File: config.mk
export PLATFORM = sky130hd
export DESIGN_NAME = clkbuf_oe_slave
export DESIGN_NICKNAME = d
export VERILOG_FILES = /design/src/rtl/oe_ctrl_pkg.sv /design/src/rtl/bus_sampler.sv /design/src/rtl/byte_engine.sv /design/src/rtl/enable_regs.sv /design/src/rtl/clkbuf_oe_slave.sv
export SDC_FILE = /design/constraint.sdc
export NUM_CORES = 1
export LEC_CHECK = 0
export ABC_AREA = 1
export CAP_MARGIN = 20
export CORE_UTILIZATION = 64
export CTS_BUF_LIST = sky130_fd_sc_hd__clkbuf_4 sky130_fd_sc_hd__clkbuf_8
export CTS_CLUSTER_SIZE = 25
export DETAILED_ROUTE_END_ITERATION = 8
export PLACE_DENSITY = 0.95
export SLEW_MARGIN = 0
export SYNTH_ARGS = -nofsm -noshare
export SYNTH_HDL_FRONTEND = slang
export SYNTH_HIERARCHICAL = 1
export SYNTH_SLANG_ARGS = --single-unit
File: constraint.sdc
create_clock -name clk -period 2.9 [get_ports clk]
set_clock_uncertainty 0.05 [all_clocks]
set_input_delay 0.725 -clock clk [delete_from_list [all_inputs] [get_ports clk]]
set_output_delay 0.725 -clock clk [all_outputs]
set_load 0.01 [all_outputs]
File: src/rtl/oe_ctrl_pkg.sv
package oe_ctrl_pkg;
  localparam int BYTE_W = 8;
  localparam int HDR_BYTES = 2;  // command byte and count byte ahead of the data

  typedef enum logic [1:0] {
    ST_IDLE,
    ST_RECV,
    ST_ACK,
    ST_SKIP
  } rx_state_t;
endpackage

File: src/rtl/bus_sampler.sv
module bus_sampler #(
  parameter int SYNC_STAGES = 2
) (
  input  logic clk,
  input  logic rst_n,
  input  logic scl_i,
  input  logic sda_i,
  output logic scl_s_o,
  output logic sda_s_o,
  output logic scl_rise_o,
  output logic scl_fall_o,
  output logic start_o,
  output logic stop_o
);
  localparam int MSB = SYNC_STAGES - 1;

  logic [SYNC_STAGES-1:0] scl_sync_q, scl_sync_d;
  logic [SYNC_STAGES-1:0] sda_sync_q, sda_sync_d;
  logic scl_prev_q, sda_prev_q;

  generate
    if (SYNC_STAGES > 1) begin : g_chain
      assign scl_sync_d = {scl_sync_q[MSB-1:0], scl_i};
      assign sda_sync_d = {sda_sync_q[MSB-1:0], sda_i};
    end else begin : g_single
      assign scl_sync_d = scl_i;
      assign sda_sync_d = sda_i;
    end
  endgenerate

  always_ff @(posedge clk or negedge rst_n) begin
    if (!rst_n) begin
      scl_sync_q <= '1;
      sda_sync_q <= '1;
      scl_prev_q <= 1'b1;
      sda_prev_q <= 1'b1;
    end else begin
      scl_sync_q <= scl_sync_d;
      sda_sync_q <= sda_sync_d;
      scl_prev_q <= scl_sync_q[MSB];
      sda_prev_q <= sda_sync_q[MSB];
    end
  end

  assign scl_s_o    = scl_sync_q[MSB];
  assign sda_s_o    = sda_sync_q[MSB];
  assign scl_rise_o = scl_s_o & ~scl_prev_q;
  assign scl_fall_o = ~scl_s_o & scl_prev_q;
  assign start_o    = scl_s_o & scl_prev_q & sda_prev_q & ~sda_s_o;
  assign stop_o     = scl_s_o & scl_prev_q & ~sda_prev_q & sda_s_o;
endmodule

File: src/rtl/byte_engine.sv
module byte_engine
  import oe_ctrl_pkg::*;
#(
  parameter logic [BYTE_W-1:0] DEV_ADDR = 8'hD2
) (
  input  logic              clk,
  input  logic              rst_n,
  input  logic              scl_s,
  input  logic              sda_s,
  input  logic              scl_rise,
  input  logic              scl_fall,
  input  logic              start,
  input  logic              stop,
  output logic              sda_pull_o,
  output logic              byte_stb_o,
  output logic [BYTE_W-1:0] byte_o
);
  localparam int CNT_W = $clog2(BYTE_W + 1);
  localparam logic [CNT_W-1:0] FULL = CNT_W'(BYTE_W);

  rx_state_t         state_q, state_d;
  logic [CNT_W-1:0]  bitcnt_q, bitcnt_d;
  logic [BYTE_W-1:0] shift_q, shift_d;
  logic              first_q, first_d;
  logic              pull_q, pull_d;
  logic              stb_q, stb_d;

  always_comb begin
    state_d  = state_q;
    bitcnt_d = bitcnt_q;
    shift_d  = shift_q;
    first_d  = first_q;
    pull_d   = pull_q;
    stb_d    = 1'b0;
    if (start) begin
      state_d  = ST_RECV;
      bitcnt_d = '0;
      first_d  = 1'b1;
      pull_d   = 1'b0;
    end else if (stop) begin
      state_d = ST_IDLE;
      pull_d  = 1'b0;
    end else begin
      unique case (state_q)
        ST_RECV: begin
          if (scl_rise && bitcnt_q != FULL) begin
            shift_d  = {shift_q[BYTE_W-2:0], sda_s};
            bitcnt_d = bitcnt_q + 1'b1;
          end else if (scl_fall && bitcnt_q == FULL) begin
            if (first_q && shift_q != DEV_ADDR) begin
              state_d = ST_SKIP;
            end else begin
              state_d = ST_ACK;
              pull_d  = 1'b1;
              stb_d   = ~first_q;
            end
          end
        end
        ST_ACK: begin
          if (scl_fall) begin
            state_d  = ST_RECV;
            bitcnt_d = '0;
            first_d  = 1'b0;
            pull_d   = 1'b0;
          end
        end
        default: ;
      endcase
    end
  end

  always_ff @(posedge clk or negedge rst_n) begin
    if (!rst_n) begin
      state_q  <= ST_IDLE;
      bitcnt_q <= '0;
      shift_q  <= '0;
      first_q  <= 1'b1;
      pull_q   <= 1'b0;
      stb_q    <= 1'b0;
    end else begin
      state_q  <= state_d;
      bitcnt_q <= bitcnt_d;
      shift_q  <= shift_d;
      first_q  <= first_d;
      pull_q   <= pull_d;
      stb_q    <= stb_d;
    end
  end

  assign sda_pull_o = pull_q;
  assign byte_stb_o = stb_q;
  assign byte_o     = shift_q;

  // a START always opens a fresh byte
  a_r1_start_fresh_byte: assert property (@(posedge clk) disable iff (!rst_n)
    start |=> (state_q == ST_RECV && bitcnt_q == '0 && first_q));
  // the acknowledge pull begins only while SCL is low
  a_r3_pull_on_low: assert property (@(posedge clk) disable iff (!rst_n)
    $rose(pull_q) |-> !scl_s);
  // the acknowledge pull is released on the closing SCL fall
  a_r3_pull_release: assert property (@(posedge clk) disable iff (!rst_n)
    (state_q == ST_ACK && scl_fall && !start && !stop) |=> !pull_q);
  // a rejected frame never pulls SDA
  a_r2_skip_silent: assert property (@(posedge clk) disable iff (!rst_n)
    (state_q == ST_SKIP) |-> !pull_q);
endmodule

File: src/rtl/enable_regs.sv
module enable_regs
  import oe_ctrl_pkg::*;
#(
  parameter int NUM_PAIRS = 10
) (
  input  logic                 clk,
  input  logic                 rst_n,
  input  logic                 frame_rst,
  input  logic                 byte_stb,
  input  logic [BYTE_W-1:0]    byte_i,
  output logic [NUM_PAIRS-1:0] pair_en_o
);
  localparam int NUM_REGS = (NUM_PAIRS + BYTE_W - 1) / BYTE_W;
  localparam int LAST_IDX = HDR_BYTES + NUM_REGS;
  localparam int PTR_W    = $clog2(LAST_IDX + 1);
  localparam logic [PTR_W-1:0] PTR_END = PTR_W'(LAST_IDX);
  localparam logic [PTR_W-1:0] PTR_HDR = PTR_W'(HDR_BYTES);

  logic [PTR_W-1:0]           ptr_q, ptr_d;
  logic [NUM_REGS*BYTE_W-1:0] bank_q;

  always_comb begin
    ptr_d = ptr_q;
    if (frame_rst) ptr_d = '0;
    else if (byte_stb && ptr_q != PTR_END) ptr_d = ptr_q + 1'b1;
  end

  always_ff @(posedge clk or negedge rst_n) begin
    if (!rst_n) ptr_q <= '0;
    else        ptr_q <= ptr_d;
  end

  genvar g, p;
  generate
    for (g = 0; g < NUM_REGS; g++) begin : g_reg
      logic ld;
      assign ld = byte_stb && !frame_rst && (ptr_q == PTR_W'(HDR_BYTES + g));
      always_ff @(posedge clk or negedge rst_n) begin
        if (!rst_n)  bank_q[g*BYTE_W +: BYTE_W] <= '1;
        else if (ld) bank_q[g*BYTE_W +: BYTE_W] <= byte_i;
      end
    end
    for (p = 0; p < NUM_PAIRS; p++) begin : g_map
      assign pair_en_o[p] = bank_q[(p / BYTE_W) * BYTE_W + (BYTE_W - 1 - (p % BYTE_W))];
    end
  endgenerate

  // command and count bytes leave the bank untouched
  a_r5_header_ignored: assert property (@(posedge clk) disable iff (!rst_n)
    (byte_stb && ptr_q < PTR_HDR) |=> $stable(bank_q));
  // bytes beyond the last register are discarded
  a_r6_overflow_dropped: assert property (@(posedge clk) disable iff (!rst_n)
    (byte_stb && ptr_q == PTR_END) |=> $stable(bank_q));
  // frame boundary rewinds the pointer
  a_r1_pointer_rewind: assert property (@(posedge clk) disable iff (!rst_n)
    frame_rst |=> (ptr_q == '0));
endmodule

File: src/rtl/clkbuf_oe_slave.sv
module clkbuf_oe_slave
  import oe_ctrl_pkg::*;
#(
  parameter int                NUM_PAIRS   = 10,
  parameter int                SYNC_STAGES = 2,
  parameter logic [BYTE_W-1:0] DEV_ADDR    = 8'hD2
) (
  input  logic                 clk,
  input  logic                 rst_n,
  input  logic                 scl_i,
  input  logic                 sda_i,
  output logic                 sda_pull_o,
  output logic [NUM_PAIRS-1:0] pair_en_o,
  output logic                 fb_en_o
);
  logic [1:0] rst_sync_q;
  logic       rst_n_int;

  always_ff @(posedge clk or negedge rst_n) begin
    if (!rst_n) rst_sync_q <= 2'b00;
    else        rst_sync_q <= {rst_sync_q[0], 1'b1};
  end
  assign rst_n_int = rst_sync_q[1];

  logic scl_s, sda_s, scl_rise, scl_fall, start, stop;
  logic byte_stb;
  logic [BYTE_W-1:0] rx_byte;

  bus_sampler #(.SYNC_STAGES(SYNC_STAGES)) u_sampler (
    .clk       (clk),
    .rst_n     (rst_n_int),
    .scl_i     (scl_i),
    .sda_i     (sda_i),
    .scl_s_o   (scl_s),
    .sda_s_o   (sda_s),
    .scl_rise_o(scl_rise),
    .scl_fall_o(scl_fall),
    .start_o   (start),
    .stop_o    (stop)
  );

  byte_engine #(.DEV_ADDR(DEV_ADDR)) u_engine (
    .clk       (clk),
    .rst_n     (rst_n_int),
    .scl_s     (scl_s),
    .sda_s     (sda_s),
    .scl_rise  (scl_rise),
    .scl_fall  (scl_fall),
    .start     (start),
    .stop      (stop),
    .sda_pull_o(sda_pull_o),
    .byte_stb_o(byte_stb),
    .byte_o    (rx_byte)
  );

  enable_regs #(.NUM_PAIRS(NUM_PAIRS)) u_regs (
    .clk      (clk),
    .rst_n    (rst_n_int),
    .frame_rst(start | stop),
    .byte_stb (byte_stb),
    .byte_i   (rx_byte),
    .pair_en_o(pair_en_o)
  );

  assign fb_en_o = 1'b1;  // feedback pair is never gated
endmodule

==> out/results.tsv <==
metric	value	unit
ir_worst_vdd	800	uV
worst_setup_path_start_kind	flip-flop	
cp_max_fo	2	
gp_congestion	0.814	
tritonroute_pass_1_iters	5	
status	finished, final reports clean	
bufs_on_longest_clock_path	2	
std_cell_rows	19	
yosys-top-cells-count	sky130_fd_sc_hd__nand2_1 (63), sky130_fd_sc_hd__inv_1 (27), sky130_fd_sc_hd__dfrtp_1 (21)	
antenna_cells	0	
detailed_place.area	2050	um^2
totalPowerFinal	1.77	mW
period_needed	2.23	ns
detailroute.via_count	1464	
route.final.wire_length	3.37	mm
cts_made_buffers	5	
powerDensity	818	nW/um^2
slew_headroom	0.370	
vias_per_cell	5.48	
postSynth.topFlopCell	sky130_fd_sc_hd__dfrtp_1	
cpMaxStageDelayCell	sky130_fd_sc_hd__dfstp_2	
clock_sinks	38	
final-hold-violation-count	0	
num-nets-final	247	
min-delay-start	u_sampler/sda_sync_q[0]	
synth_cells	213	
worstSetupPathType	flip-flop to primary output	
cts_root_buf	sky130_fd_sc_hd__clkbuf_4	
hold_ws	0.313	ns
tightestPinTransition	0.944	ns
synth_area_leader_cell	sky130_fd_sc_hd__dfrtp_1	
final-instance-count-excl-fill	267	
timing.reg2reg.setup_slack	0.98	ns
post_synth_main_area_contributors	sky130_fd_sc_hd__dfrtp_1 (28%), sky130_fd_sc_hd__dfstp_2 (24%), sky130_fd_sc_hd__nand2_1 (13%)	
clk_latency	0.36	ns
antenna_violations_before_repair	0	
dp_cells	259	
grt_start_max_net_pins	25	
io_pins	16	
dp_hpwl	2.47	mm
yosysSeqAreaShare	0.520	
ctsHoldBuffers	0	
finalCritPeriodShare	0.768	
initial_core_utilization	0.677	
place_ws	1.01	ns
cts_setup_buffers	0	
critical_path.top_delay_family	flip-flops	
critical_path.n_buffers_inverters	1	
route.antenna.remaining_nets	0	
detailedRoute.firstIterationViolations	59	
portBuffers	14	
core_region_area	2760	um^2
postLayoutCellArea	2160	um^2
postSynth.asyncResetShare	1.00	
ys_ff_latch	38	
htree_num_levels	2	
routedWlPerCell	12.6	um
track_usage	0.244	
worst_setup_path_end_kind	primary output	
grt.overflow.total	0	
cts.reportedPaths.clkPinSlew	0.12	ns
grt_first_pass_wirelength	5.80	mm
drcViolationCount	0	
synth.avg_cell_area	8.77	um^2
die-height	56.0	um
timing_max_transition_violations_final	0	
drive_gt1_frac	0.212	
die-width	56.0	um
post_synth_instance_area	1870	um^2
rsz0062_at_grt	no	
fin_tns_setup	0	ns
clock_tree_from_tritoncts	done	
yosys_warnings	6	
p_leak	1.06	nW
number_of_distinct_library_cells_after_synthesis	25	
design.die.area	3140	um^2
crit_chain	clkdlybuf4s50_1	
fin_util	0.783	
syn2layout_area_growth	15.5	%
whs_path_depth	0	
synth_edf_count	0	
min_to	u_sampler/sda_sync_q[1]	
first_global_vias	1369	
post-synth-top-count-cell	sky130_fd_sc_hd__nand2_1	
post-route-worst-setup-slack	0.673	ns
synth_top_area_share	0.281	
worst_path_largest_cell_delay	0.56	ns
timing.fmax	0.449	GHz
worst-r2r-cell-count	9	
setup-violations-final	0	
critical_path_required	2.12	ns
regToRegEndpoint	u_engine/bitcnt_q[3]	
max_cap_viol_count	0	
worst_hold_path_type	flip-flop to flip-flop	
crit-reg2reg-launch	u_sampler/scl_sync_q[1]	
critical_path_arrival	1.45	ns
post_cts.resized_instances	0	
[where the power goes]
part	internal (mW)	total [mW]	switching [mW]	leakage, nW
Sequential	0.652	0.765	0.113	0.444
Combinational	0.200	0.530	0.330	0.561
Clock	0.292	0.471	0.179	0.0585
Total	1.14	1.77	0.622	1.06
[worst reg2reg max path, delay by kind of cell (launching register included)]
kind / cells / cell delay, ns
AO/OA/AOI/OAI: 1 / 0.06
flip-flops: 1 / 0.57
AND/OR/NAND/NOR: 7 / 0.99
buffers and inverters: 1 / 0.13
[how the worst max path moves through the flow]
stage,start,endpoint,slack [ns],depth (start not counted)
3_5_place_dp,u_sampler/scl_sync_q[1],u_engine/sda_pull_o,1.01,11
3_3_place_gp,u_sampler/scl_sync_q[1],u_engine/sda_pull_o,1.10,11
6_report,u_regs/pair_en_o[6],pair_en_o[6],0.67,1
2_1_floorplan,u_sampler/scl_sync_q[1],u_engine/sda_pull_o,1.28,11
4_1_cts,u_regs/pair_en_o[6],pair_en_o[6],0.66,1
5_1_grt,u_regs/pair_en_o[6],pair_en_o[6],0.64,1
[registers in the layout (all words and copies together) (netlist names), 2 cells and up]
| register | count |
|---|---|
| u_engine/bitcnt_q | 4 |
| u_sampler/sda_sync_q | 2 |
| rst_sync_q | 2 |
| u_engine/state_q | 2 |
| u_regs/ptr_q | 3 |
| u_regs/pair_en_o | 10 |
| u_engine/byte_o | 8 |
| u_sampler/scl_sync_q | 2 |
[per-layer routing]
| metal | vias up | wire length (um) | track usage |
|---|---|---|---|
| li1 | 718 | - | - |
| met1 | 689 | 1360 | 0.274 |
| met2 | 50 | 1760 | 0.430 |
| met3 | 7 | 181 | 0.0814 |
| met4 | 0 | 65 | 0.0906 |
| met5 | - | 0 | 0 |
[area by class of cell]
class / instances / area [um^2]
clock buffer: 6 / 51.3
clock inverter: 2 / 60.1
fill: 197 / 599
inverter: 31 / 119
multi-input combinational: 143 / 762
sequential: 38 / 972
tap: 31 / 38.8
timing repair buffer: 16 / 155
[placed cells by master (no fill, tap or decap), types with 5 or more instances in the layout]
cell type                         Yosys  routed
sky130_fd_sc_hd__clkdlybuf4s50_1      0      14
sky130_fd_sc_hd__nand2_1             63      63
sky130_fd_sc_hd__inv_1               27      27
sky130_fd_sc_hd__clkbuf_4             0       5
sky130_fd_sc_hd__dfrtp_1             21      21
sky130_fd_sc_hd__nor2_1              17      17
sky130_fd_sc_hd__nand4_1              6       6
sky130_fd_sc_hd__dfstp_2             17      17
sky130_fd_sc_hd__nand3_1             20      20
sky130_fd_sc_hd__o21ai_1              5       5
sky130_fd_sc_hd__ha_1                 8       8
[cell families after synthesis]
group                    count (synthesis)  synth area share
AO/OA/AOI/OAI                           14            0.0516
flip-flops                              38             0.520
adder cells (fa/ha/maj)                  8            0.0536
AND/OR/NAND/NOR                        119             0.299
buffers and inverters                   33            0.0737
other                                    1           0.00201
No activity file was read; power rests on OpenSTA's default activity.
